### src/rtl/spi3w_pkg.sv
// Shared types and constants for the three-wire SPI register engine.
package spi3w_pkg;
    localparam int ADDR_BITS  = 12;
    localparam int WLEN_BITS  = 2;
    localparam int DATA_BITS  = 8;
    localparam int INSTR_BITS = 16;
    localparam int FRAME_BITS = INSTR_BITS + DATA_BITS;
    localparam int IDX_BITS   = $clog2(FRAME_BITS);

    typedef enum logic [1:0] {
        ST_IDLE,
        ST_SHIFT,
        ST_GAP,
        ST_DONE
    } spi3w_state_t;

    // Build the instruction word: direction, width, zero pad, address.
    function automatic logic [INSTR_BITS-1:0] make_instr(
        input logic                 is_read,
        input logic [WLEN_BITS-1:0] wlen,
        input logic [ADDR_BITS-1:0] addr
    );
        return {is_read, wlen, 1'b0, addr};
    endfunction
endpackage

### src/rtl/spi3w_tick.sv
// Half-period tick generator.
// Emits a one-cycle tick every HALF_DIV cycles while run is high, and
// restarts its count whenever run is low.
// Assumes HALF_DIV >= 1.
module spi3w_tick #(
    parameter int HALF_DIV = 2
) (
    input  logic clk,
    input  logic rst_n,
    input  logic run,
    output logic tick
);
    localparam int CW = (HALF_DIV > 1) ? $clog2(HALF_DIV) : 1;
    localparam logic [CW-1:0] LAST = CW'(HALF_DIV - 1);

    logic [CW-1:0] cnt;

    assign tick = run && (cnt == LAST);

    // Count system clocks within one sclk half period.
    always_ff @(posedge clk) begin
        if (!rst_n || !run) begin
            cnt <= '0;
        end else if (cnt == LAST) begin
            cnt <= '0;
        end else begin
            cnt <= cnt + 1'b1;
        end
    end
endmodule

### src/rtl/spi3w_ctrl.sv
// Frame sequencer for single-byte register access.
// Loads a 24-bit frame on a strobe and shifts it out on sclk falling edges.
// For reads, it captures the data byte on rising edges after the
// instruction, with the output released. It then holds select high for
// one serial period and pulses done.
// Assumes tick marks each sclk half-period boundary while run is high.
module spi3w_ctrl
    import spi3w_pkg::*;
(
    input  logic                 clk,
    input  logic                 rst_n,
    input  logic                 rd_req,
    input  logic                 wr_req,
    input  logic [ADDR_BITS-1:0] reg_addr,
    input  logic [WLEN_BITS-1:0] word_len,
    input  logic [DATA_BITS-1:0] wr_byte,
    input  logic                 tick,
    output logic                 run,
    output logic [DATA_BITS-1:0] rd_byte,
    output logic                 done,
    output logic                 sclk,
    output logic                 cs_n,
    output logic                 sdio_out,
    output logic                 sdio_oe,
    input  logic                 sdio_in
);
    localparam logic [IDX_BITS-1:0] LAST_BIT  = IDX_BITS'(FRAME_BITS - 1);
    localparam logic [IDX_BITS-1:0] FIRST_DAT = IDX_BITS'(INSTR_BITS);

    spi3w_state_t          state;
    logic                  phase;    // 0 = sclk low half, 1 = high half
    logic                  is_rd;
    logic [IDX_BITS-1:0]   bit_idx;
    logic [FRAME_BITS-1:0] tx_sr;
    logic [DATA_BITS-1:0]  rx_sr;
    logic                  in_data;

    assign in_data  = (bit_idx >= FIRST_DAT);
    assign run      = (state == ST_SHIFT) || (state == ST_GAP);
    assign cs_n     = (state != ST_SHIFT);
    assign sclk     = (state == ST_SHIFT) && phase;
    assign sdio_out = (state == ST_SHIFT) ? tx_sr[FRAME_BITS-1] : 1'b0;
    assign sdio_oe  = (state == ST_SHIFT) && !(is_rd && in_data);
    assign done     = (state == ST_DONE);

    // Sequence the frame: load, shift, turnaround, gap, completion.
    always_ff @(posedge clk) begin
        if (!rst_n) begin
            state   <= ST_IDLE;
            phase   <= 1'b0;
            is_rd   <= 1'b0;
            bit_idx <= '0;
            tx_sr   <= '0;
            rx_sr   <= '0;
            rd_byte <= '0;
        end else begin
            case (state)
                ST_IDLE: begin
                    if (rd_req || wr_req) begin
                        is_rd   <= rd_req;
                        tx_sr   <= {make_instr(rd_req, word_len, reg_addr),
                                    rd_req ? '0 : wr_byte};
                        bit_idx <= '0;
                        phase   <= 1'b0;
                        state   <= ST_SHIFT;
                    end
                end
                ST_SHIFT: begin
                    if (tick) begin
                        if (!phase) begin
                            phase <= 1'b1;
                            if (in_data) begin
                                rx_sr <= {rx_sr[DATA_BITS-2:0], sdio_in};
                            end
                        end else begin
                            phase <= 1'b0;
                            if (bit_idx == LAST_BIT) begin
                                state <= ST_GAP;
                            end else begin
                                bit_idx <= bit_idx + 1'b1;
                                tx_sr   <= {tx_sr[FRAME_BITS-2:0], 1'b0};
                            end
                        end
                    end
                end
                ST_GAP: begin
                    if (tick) begin
                        if (!phase) begin
                            phase <= 1'b1;
                        end else begin
                            phase <= 1'b0;
                            state <= ST_DONE;
                            if (is_rd) begin
                                rd_byte <= rx_sr;
                            end
                        end
                    end
                end
                default: state <= ST_IDLE;
            endcase
        end
    end

    // completion lasts exactly one cycle
    a_r7_done_pulse: assert property (@(posedge clk) disable iff (!rst_n)
        done |=> !done);
    // select is already released in the cycle before done
    a_r7_cs_before_done: assert property (@(posedge clk) disable iff (!rst_n)
        done |-> (cs_n && $past(cs_n)));
    // serial clock toggles only inside a selected frame
    a_r2_sclk_in_frame: assert property (@(posedge clk) disable iff (!rst_n)
        cs_n |-> !sclk);
    // line released whenever select is high
    a_r1_released_idle: assert property (@(posedge clk) disable iff (!rst_n)
        cs_n |-> !sdio_oe);
    // output data holds while the serial clock is high
    a_r6_stable_high: assert property (@(posedge clk) disable iff (!rst_n)
        (sclk && $past(sclk)) |-> $stable(sdio_out));
    // a strobe while busy never restarts the frame
    a_r8_busy_ignore: assert property (@(posedge clk) disable iff (!rst_n)
        (!cs_n && (rd_req || wr_req)) |=> (cs_n || $stable(tx_sr) || $past(tick)));
endmodule

### src/rtl/spi3w_reg_engine.sv
// Top of the three-wire SPI register access engine.
// Joins the half-period tick generator and the frame sequencer.
// Assumes the pad ring combines sdio_out, sdio_oe and sdio_in into one
// bidirectional pin.
module spi3w_reg_engine #(
    parameter int HALF_DIV = 2
) (
    input  logic        clk,
    input  logic        rst_n,
    input  logic        rd_req,
    input  logic        wr_req,
    input  logic [11:0] reg_addr,
    input  logic [1:0]  word_len,
    input  logic [7:0]  wr_byte,
    output logic [7:0]  rd_byte,
    output logic        done,
    output logic        sclk,
    output logic        cs_n,
    output logic        sdio_out,
    output logic        sdio_oe,
    input  logic        sdio_in
);
    logic run;
    logic tick;

    spi3w_tick #(.HALF_DIV(HALF_DIV)) u_tick (
        .clk  (clk),
        .rst_n(rst_n),
        .run  (run),
        .tick (tick)
    );

    spi3w_ctrl u_ctrl (
        .clk     (clk),
        .rst_n   (rst_n),
        .rd_req  (rd_req),
        .wr_req  (wr_req),
        .reg_addr(reg_addr),
        .word_len(word_len),
        .wr_byte (wr_byte),
        .tick    (tick),
        .run     (run),
        .rd_byte (rd_byte),
        .done    (done),
        .sclk    (sclk),
        .cs_n    (cs_n),
        .sdio_out(sdio_out),
        .sdio_oe (sdio_oe),
        .sdio_in (sdio_in)
    );
endmodule

### config.mk
export PLATFORM = sky130hd
export DESIGN_NAME = spi3w_reg_engine
export DESIGN_NICKNAME = d
export VERILOG_FILES = /design/src/rtl/spi3w_pkg.sv /design/src/rtl/spi3w_tick.sv /design/src/rtl/spi3w_ctrl.sv /design/src/rtl/spi3w_reg_engine.sv
export SDC_FILE = /design/constraint.sdc
export NUM_CORES = 1
export LEC_CHECK = 0
export BUFFER_PORTS_ARGS = -buffer_cell sky130_fd_sc_hd__buf_4
export CAP_MARGIN = 20
export CORE_MARGIN = 1.5
export CORE_UTILIZATION = 50
export CTS_CLUSTER_DIAMETER = 80
export CTS_CLUSTER_SIZE = 10
export DETAILED_ROUTE_END_ITERATION = 6
export PLACE_DENSITY = 0.72
export SLEW_MARGIN = 15
export SYNTH_ARGS = -nofsm -noshare
export SYNTH_HDL_FRONTEND = slang
export SYNTH_SLANG_ARGS = --single-unit
### constraint.sdc
create_clock -name clk -period 5.6 [get_ports clk]
set_input_delay 0.84 -clock clk [delete_from_list [all_inputs] [get_ports clk]]
set_output_delay 0.84 -clock clk [all_outputs]
set_load 0.02 [all_outputs]
==> flow_metrics.tcl, run 1 <==
set metrics [dict create \
    grt_pass1_vias 1686 \
    rows 24 \
    dp_hpwl_um 3014 \
    via_per_inst 5.698 \
    drtIter0Drc 162 \
    syn-instance-count 240 \
    hp-class "reg2reg" \
    ys_seq_area_share_pct 42.37 \
    clk_latency_ns 0.29 \
    cp_cell_sequence "ha_1 -> buf_4 -> nand4_1 -> o22ai_2 -> and2_4 -> mux2i_1" \
    cellLeakagePower_uw 0.001009 \
    htree_levels 2 \
    setup_violations 0 \
    die_x_um 71.74 \
    maxSlewHeadroom_pct 36.52 \
    cts.sinks 50 \
    portBuffers 39 \
    netlist_area_sq_um 2362 \
    syn_nets 273 \
    area_growth_pct 15.10 \
    vias 1829 \
    fin_crit_ns 3.360 \
    endpoint_kind "register" \
    die_h_um 71.74 \
    timing.rr.start "u_ctrl.state[0]" \
    postCtsSetupRepairBufs 0 \
    period_share_pct 60.00 \
    ant_nets 0 \
    nets 303 \
    cp_slowest_cell "o22ai_2" \
    cts.path.max_buffers 2 \
    critical-path-top-delay-family "simple AND/OR/NAND/NOR gates" \
    crit_start "u_ctrl.state[0]" \
    path_buf_inv 1 \
    hold_viol_final 0 \
    cts_tree "done" \
    rsz0062_at_grt "false" \
    ios 40 \
    cts_root_buffer "clkbuf_8" \
    crit_type "reg2reg" \
    initial_core_util_pct 53.15 \
    total_power_uw 1242 \
    wire_per_inst_um 14.53 \
    antenna_found_initial 0 \
    postLayoutCoreUtil_pct 61.18 \
    ys_types 36 \
    grt_usage_pct 18.32 \
    die_area_sq_um 5146 \
    layoutNonFillerInstCount 321 \
    cap_violations 0 \
    dp.cells 315 \
    n_antenna_cell 0 \
    startpoint_type "register" \
    hp-start "u_ctrl.tx_sr[20]" \
    required_ns 5.82 \
    wirelength_um 4665 \
    finalSetupTns_ns 0 \
    cts_resized 0 \
    first_pass_iters 6 \
    remaining_drc_errors 0 \
    postSynthAreaPerCell_sq_um 9.843 \
    final_layout_size_suffix_gt1_share_pct 26.02 \
    gp_congestion 0.7899 \
    ctsHoldBuffers 0 \
    path_clk_slew_ns 0.08 \
    arrival_ns 3.58 \
    overflow 0 \
    numCtsBuffers 5 \
    max-vdd-ir-drop_uv 270.5 \
    yosysWarnings 0 \
    finalClockSkew_ns 0.006023 \
    fmax_mhz 297.6 \
    coreArea_sq_um 4444 \
    outcome "completed" \
    grt_start_max_net_pins 46 \
    tightest_slew_ns 0.9523 \
    path_max_fanout 28 \
    ys_ff_latch 50 \
    slew_violations 0 \
    critPathMaxStageDelay_ns 0.78 \
    powerDensity_nw_per_um2 456.6 \
    grt_pass1_wl_um 7541 \
]
[cell usage in the layout (no fill, tap or decap), drive strengths merged, types with 3 or more instances in the layout]
cell type | synthesis | final
clkbuf | 9 | 6
a22oi | 9 | 9
a211oi | 23 | 23
buf | 8 | 40
inv | 6 | 6
nand2 | 8 | 8
nand3 | 7 | 7
nand4 | 3 | 3
dfxtp | 50 | 50
nor2 | 23 | 23
mux2i | 33 | 33
o21ai | 7 | 7
nor3b | 3 | 3
ha | 6 | 6
and2 | 3 | 3
a31oi | 3 | 3
a21oi | 25 | 25
[synthesized netlist by cell type]
library cell  number  share of area, %
nand2_1            8               1.3
a31oi_2            2               1.1
nand3_1            7               1.5
buf_2              4              0.85
or3b_1             1              0.37
nor3_1             2              0.42
o22ai_2            1              0.53
a211oi_2          16               8.5
o32ai_1            2              0.74
buf_1              1              0.16
o21ai_0            7               1.5
nand4_1            3              0.79
nor4_1             1              0.26
or3_1              1              0.26
nor3b_1            2              0.64
nor3b_2            1              0.53
nand3b_1           1              0.32
inv_1              5              0.79
and4b_1            1              0.42
a22oi_1            9               2.9
a211oi_1           7               2.2
clkbuf_1           9               1.4
dfxtp_1           50                42
mux2i_1           33                14
a21oi_1           25               5.3
inv_2              1              0.16
ha_1               6               3.2
buf_6              3               1.4
a211o_1            1              0.37
nand2b_1           2              0.53
a31oi_1            1              0.26
o22ai_1            1              0.26
and2_4             1              0.37
and2_1             2              0.53
nor2_1            21               3.3
nor2_2             2              0.53
[power by group]
group	internal (uW)	switching, uW	total [uW]
Combinational	230	336	566
Clock	95.4	105	201
Sequential	429	45.2	475
Total	755	486	1240
[tightest hold or removal path, cell delays in order, from the launching register on]
cell and delay, ns:
dfxtp_1 0.32, nand2_1 0.05, mux2i_1 0.05
[state kept, by name, summed over array words and instances, names as in the netlist]
register	cells
u_ctrl.tx_sr	24
u_ctrl.is_rd	1
u_ctrl.rd_byte	8
u_tick.cnt	1
u_ctrl.rx_sr	8
u_ctrl.phase	1
u_ctrl.bit_idx	5
u_ctrl.state	2
[per-stage QoR]
stage / instance area, sq um / setup slack [ns] / hold WS (ns)
global route: 2719 / 1.992 / 0.4870
floorplan: 2362 / 3.253 / 0.4344
finish: 2719 / 2.240 / 0.4636
global placement: 2636 / 2.333 / 0.4476
detailed placement: 2636 / 2.306 / 0.4535
CTS: 2719 / 2.289 / 0.4655
[final cells by class]
type	instances	area, sq um
Fill cell	410	1725
Multi-Input combinational cell	167	1247
Sequential cell	50	1001
Timing Repair Buffer	40	300.3
Clock buffer	6	82.58
Tap cell	52	65.06
Inverter	6	22.52
[cells by family (layout without fill, tap and decap cells)]
| family | after synthesis | count (layout) | share of synthesized area (%) |
|---|---|---|---|
| multiplexers | 33 | 33 | 13.98 |
| AND/OR/NAND/NOR | 56 | 56 | 12.08 |
| flip-flops | 50 | 50 | 42.37 |
| AO/OA/AOI/OAI | 72 | 72 | 23.57 |
| adder cells (fa/ha/maj) | 6 | 6 | 3.178 |
| buffers and inverters | 23 | 52 | 4.820 |
[final timing paths]
kind,slack [ns],to,depth (start not counted)
setup / recovery,2.24,u_ctrl.bit_idx[1],6
setup reg to reg,2.24,u_ctrl.bit_idx[1],6
hold reg to reg,0.46,u_ctrl.tx_sr[20],2
hold / removal,0.46,u_ctrl.tx_sr[20],2
[routing by layer]
metal / up-vias / share of wire, % / GRT usage, %
li1: 936 / - / -
met1: 860 / 50 / 23.92
met2: 31 / 47 / 30.14
met3: 2 / 3.3 / 4.219
met4: 0 / 0.32 / 5.660
met5: - / 0 / 0
No activity file was read; power rests on OpenSTA's default activity.
==> run 2, diff against run 1 <==
- PLACE_DENSITY: 0.72 -> 0.75
- clock period: 5.6 -> 3 ns (I/O delays scaled with it)
==> flow_metrics.tcl, run 2 (same netlist as run 1, synthesis figures left out) <==
set metrics [dict create \
    wire_per_inst_um 14.17 \
    critical-path-top-delay-family "simple AND/OR/NAND/NOR gates" \
    layout_commonest_cell "dfxtp_1" \
    finalSetupTns_ns 0 \
    period_share_pct 78.57 \
    ctsHoldBuffers 0 \
    cap_violations 0 \
    via_per_inst 5.715 \
    tightest_slew_ns 0.9023 \
    cts_tree "done" \
    setup_slack_ns 0.6428 \
    final_layout_size_suffix_gt1_share_pct 27.37 \
    die_x_um 71.74 \
    cts.path.max_buffers 2 \
    numCtsBuffers 5 \
    path_clk_slew_ns 0.09 \
    slew_violations 0 \
    dp_hpwl_um 3041 \
    die_area_sq_um 5146 \
    ant_nets 0 \
    wirelength_um 4621 \
    fmax_mhz 424.2 \
    path_max_fanout 28 \
    grt_pass1_vias 1759 \
    area_growth_pct 16.74 \
    postCtsSetupRepairBufs 0 \
    cp_slowest_cell "and2_4" \
    remaining_drc_errors 0 \
    grt_pass1_wl_um 7859 \
    drtIter0Drc 99 \
    final_cell_mix "dfxtp_1 (50), buf_4 (43), mux2i_1 (33)" \
    antenna_found_initial 0 \
    die_h_um 71.74 \
    vias 1863 \
    cellLeakagePower_uw 0.001028 \
    setup_violations 0 \
    outcome "completed" \
    fill_cells 398 \
    nets 306 \
    cts.sinks 50 \
    n_antenna_cell 0 \
    first_pass_iters 6 \
    cp_cell_sequence "inv_1 -> ha_1 -> nand4_1 -> o22ai_2 -> and2_4 -> mux2i_1" \
    grt_start_max_net_pins 46 \
    ios 40 \
    rsz0062_at_grt "false" \
    coreArea_sq_um 4444 \
    portBuffers 39 \
    largest_register_ffs 24 \
    critPathMaxStageDelay_ns 0.50 \
    hp-class "in2reg" \
    hold_viol_final 0 \
    initial_core_util_pct 53.15 \
    finalClockSkew_ns 0.005583 \
    regMostFlops "u_ctrl.tx_sr" \
    overflow 0 \
    startpoint_type "register" \
    htree_levels 2 \
    powerDensity_nw_per_um2 865.7 \
    fin_crit_ns 2.357 \
    clk_latency_ns 0.31 \
    gp_congestion 0.8193 \
    required_ns 3.24 \
    path_buf_inv 1 \
    cts_root_buffer "clkbuf_8" \
    reg_top3 "u_ctrl.tx_sr (24), u_ctrl.rd_byte (8), u_ctrl.rx_sr (8)" \
    crit_type "reg2reg" \
    max-vdd-ir-drop_uv 370.3 \
    maxSlewHeadroom_pct 39.76 \
    cts_resized 0 \
    post-place-ws_ns 0.6683 \
    endpoint_kind "register" \
    rows 24 \
    arrival_ns 2.60 \
    grt_usage_pct 18.99 \
]
[run 2: cell count changes in the layout (fill, tap and decap cells not counted)]
cell / before / now
buf_4: 40 / 43
inv_6: 0 / 1
clkinvlp_4: 0 / 1
[run 2: worst min-delay path, stage by stage]
cell     delay (ns)
buf_4          0.08
mux2i_1        0.05
nor2_1         0.07
[run 2: through the flow]
stage / cell area (sq um) / utilization, % / total power (uW) / hold slack (ns) / instances
after floorplan: 2362 / - / 1819 / 0.4344 / 240
after global routing: 2758 / 62.05 / 2557 / 0.3899 / 326
after global placement: 2659 / 59.83 / 1964 / 0.4467 / 318
after detailed placement: 2659 / 59.83 / 1978 / 0.4585 / 318
after CTS: 2758 / 62.05 / 2401 / 0.3724 / 326
final: 2758 / 62.05 / 2387 / 0.3736 / 326
[run 2: per-layer routing]
metal	vias to the layer above	wire length [um]	share of wire (%)	global-route usage (%)
met5	-	0	0	0
met4	0	65	1.4	6.289
met3	8	175	3.8	4.923
met2	35	2203	48	30.97
met1	874	2176	47	24.50
li1	946	-	-	-
[run 2: area by class of cell]
| type | count | area [sq um] | share of cell area [%] |
|---|---|---|---|
| sequential | 50 | 1001 | 36.30 |
| tap | 52 | 65.06 | 2.359 |
| multi-input combinational | 167 | 1247 | 45.24 |
| inverter | 6 | 22.52 | 0.8167 |
| clock buffer | 6 | 82.58 | 2.995 |
| timing repair buffer | 43 | 322.8 | 11.71 |
| clock inverter | 2 | 16.27 | 0.5898 |
[run 2: final timing paths]
check                           slack (ns)             start  cells after the start               end
worst max register to register        0.64   u_ctrl.state[0]                      6  u_ctrl.tx_sr[20]
worst min register to register        0.47  u_ctrl.tx_sr[20]                      2  u_ctrl.tx_sr[20]
worst max-delay path                  0.64   u_ctrl.state[0]                      6  u_ctrl.tx_sr[20]
worst min-delay path                  0.37           sdio_in                      3   u_ctrl.rx_sr[0]
[run 2: report_power, final]
group          switching (uW)  internal [uW]  total (uW)
logic                     626            452        1080
registers                84.5            802         886
clock network             233            190         423
==> run 3, diff against run 2 <==
- clock period: 3 -> 2 ns (I/O delays scaled with it)
==> flow_metrics.tcl, run 3 (same netlist as run 1, synthesis figures left out) <==
set metrics [dict create \
    outcome "finished, violations left" \
    violations "DRC" \
    die_area_sq_um 5146 \
    antenna_found_initial 0 \
    reg_top3 "u_ctrl.tx_sr (24), u_ctrl.rd_byte (8), u_ctrl.rx_sr (8)" \
    area_growth_pct 20.13 \
    htree_levels 2 \
    largest_register_ffs 24 \
    initial_core_util_pct 53.15 \
    r2r_cells 7 \
    drtIter0Drc 125 \
    first_pass_iters 6 \
    maxSlewHeadroom_pct 63.96 \
    cts_root_buffer "clkbuf_8" \
    cp_cell_sequence "ha_2 -> buf_4 -> buf_12 -> and2_1 -> buf_4" \
    crit_type "reg2out" \
    cts.path.max_buffers 2 \
    postCtsSetupRepairBufs 0 \
    die_x_um 71.74 \
    path_max_fanout 17 \
    hold_end "u_ctrl.rx_sr[0]" \
    max-vdd-ir-drop_uv 684.2 \
    regMostFlops "u_ctrl.tx_sr" \
    tightest_slew_ns 0.5398 \
    remaining_drc_errors 2 \
    portBuffers 39 \
    rows 24 \
    wirelength_um 4636 \
    cap_violations 0 \
    cp_slowest_cell "dfxtp_1" \
    r2r-end "u_ctrl.tx_sr[20]" \
    cts.sinks 50 \
    period_share_pct 95.45 \
    nets 315 \
    pwr-share-clk_pct 15.0 \
    endpoint_kind "output pin" \
    hp-class "in2reg" \
    r2r_setup_slack_ns 0.17 \
    vias 1872 \
    path_clk_slew_ns 0.08 \
    seqPwrFrac_pct 36.3 \
    setup_violations 0 \
    crit_top_cell "buf_4" \
    fin_crit_ns 1.909 \
    hold_viol_final 0 \
    startpoint_type "register" \
    grt_start_max_net_pins 26 \
    power.switching_uw 1408 \
    overflow 0 \
    coreArea_sq_um 4444 \
    required_ns 1.70 \
    path_buf_inv 3 \
    final_cell_mix "buf_4 (49), dfxtp_1 (49), mux2i_1 (33)" \
    critical-path-top-delay-family "buffers and inverters" \
    clk_latency_ns 0.30 \
    fin_worst_hold_slack_ns 0.2416 \
    die_h_um 71.74 \
    ant_nets 0 \
    n_antenna_cell 0 \
    powerDensity_nw_per_um2 1295 \
    wire_per_inst_um 13.88 \
    postLayoutCoreUtil_pct 63.85 \
    critPathMaxStageDelay_ns 0.41 \
    timing.rr.start "u_ctrl.state[0]" \
    gp_congestion 0.8194 \
    grt_pass1_vias 1716 \
    finalClockSkew_ns 0.006559 \
    hp-start "sdio_in" \
    p_sw_share_pct 38.30 \
    slew_violations 0 \
    cellLeakagePower_uw 0.001077 \
    numCtsBuffers 5 \
    holdPathStages 3 \
    arrival_ns 1.61 \
    cts_tree "done" \
    grt_usage_pct 18.31 \
    via_per_inst 5.605 \
    final_layout_size_suffix_gt1_share_pct 30.14 \
    grt_pass1_wl_um 7686 \
    fmax_mhz 523.8 \
    rsz0062_at_grt "true" \
    fill_cells 396 \
    dp_hpwl_um 3170 \
    ios 40 \
    p_int_uw 2268 \
    pwr-share-comb_pct 48.7 \
]
run 3: per-layer routing:
layer	up-vias	track usage [%]	routed length [um]
met3	6	3.938	136
met1	873	24.08	2237
li1	965	-	-
met4	0	4.612	44
met5	-	0	0
met2	28	30.66	2218
run 3: tightest hold or removal path, cell delays in order:
cell	delay, ns
buf_4	0.08
mux2i_1	0.05
nor2_1	0.07
run 3: worst max path at each step:
| stage | to | cells past startpoint | start | slack [ns] |
|---|---|---|---|---|
| after floorplan | u_ctrl.tx_sr[12] | 8 | u_ctrl.state[0] | 0.16 |
| after global placement | u_ctrl.tx_sr[9] | 7 | u_ctrl.state[0] | 0.23 |
| after detailed placement | u_ctrl.tx_sr[1] | 7 | u_ctrl.state[0] | 0.18 |
| after CTS | sdio_out | 6 | u_ctrl.state[1] | 0.04 |
| after global routing | sdio_out | 5 | u_ctrl.state[0] | -0.02 |
| final | sdio_out | 5 | u_ctrl.state[0] | 0.09 |
run 3: power by group through the flow:
stage | sequential (uW) | clock [uW] | combinational, uW
6_report | 1330 | 550 | 1790
3_3_place_gp | 1340 | 0 | 1760
2_1_floorplan | 1320 | 0 | 1410
4_1_cts | 1330 | 567 | 1780
5_1_grt | 1360 | 607 | 1950
3_5_place_dp | 1350 | 0 | 1770
run 3: per-stage QoR:
stage                     cell area [sq um]  total power [uW]  setup slack (ns)  std cells  TNS (ns)
after floorplan                        2362              2729            0.1581        240         0
after global placement                 2751              3101            0.2269        327         0
after detailed placement               2751              3122            0.1801        327         0
after CTS                              2833              3679           0.04321        334         0
after global routing                   2838              3919          -0.01571        334  -0.01930
final                                  2838              3676           0.09090        334         0
run 3: repair_timing:
action | CTS | global route
hold buffers | 0 | 0
gates resized for setup | 1 | 2
setup endpoints to repair | 1 | 15
hold endpoints to repair | 0 | 0
run 3: cell type report:
cell class	instances	area (sq um)	share of cell area, %
Clock buffer	5	68.82	2.425
Clock inverter	2	10.01	0.3527
Inverter	6	22.52	0.7937
Multi-Input combinational cell	167	1250	44.05
Sequential cell	50	1002	35.32
Tap cell	52	65.06	2.293
Timing Repair Buffer	52	419.2	14.77
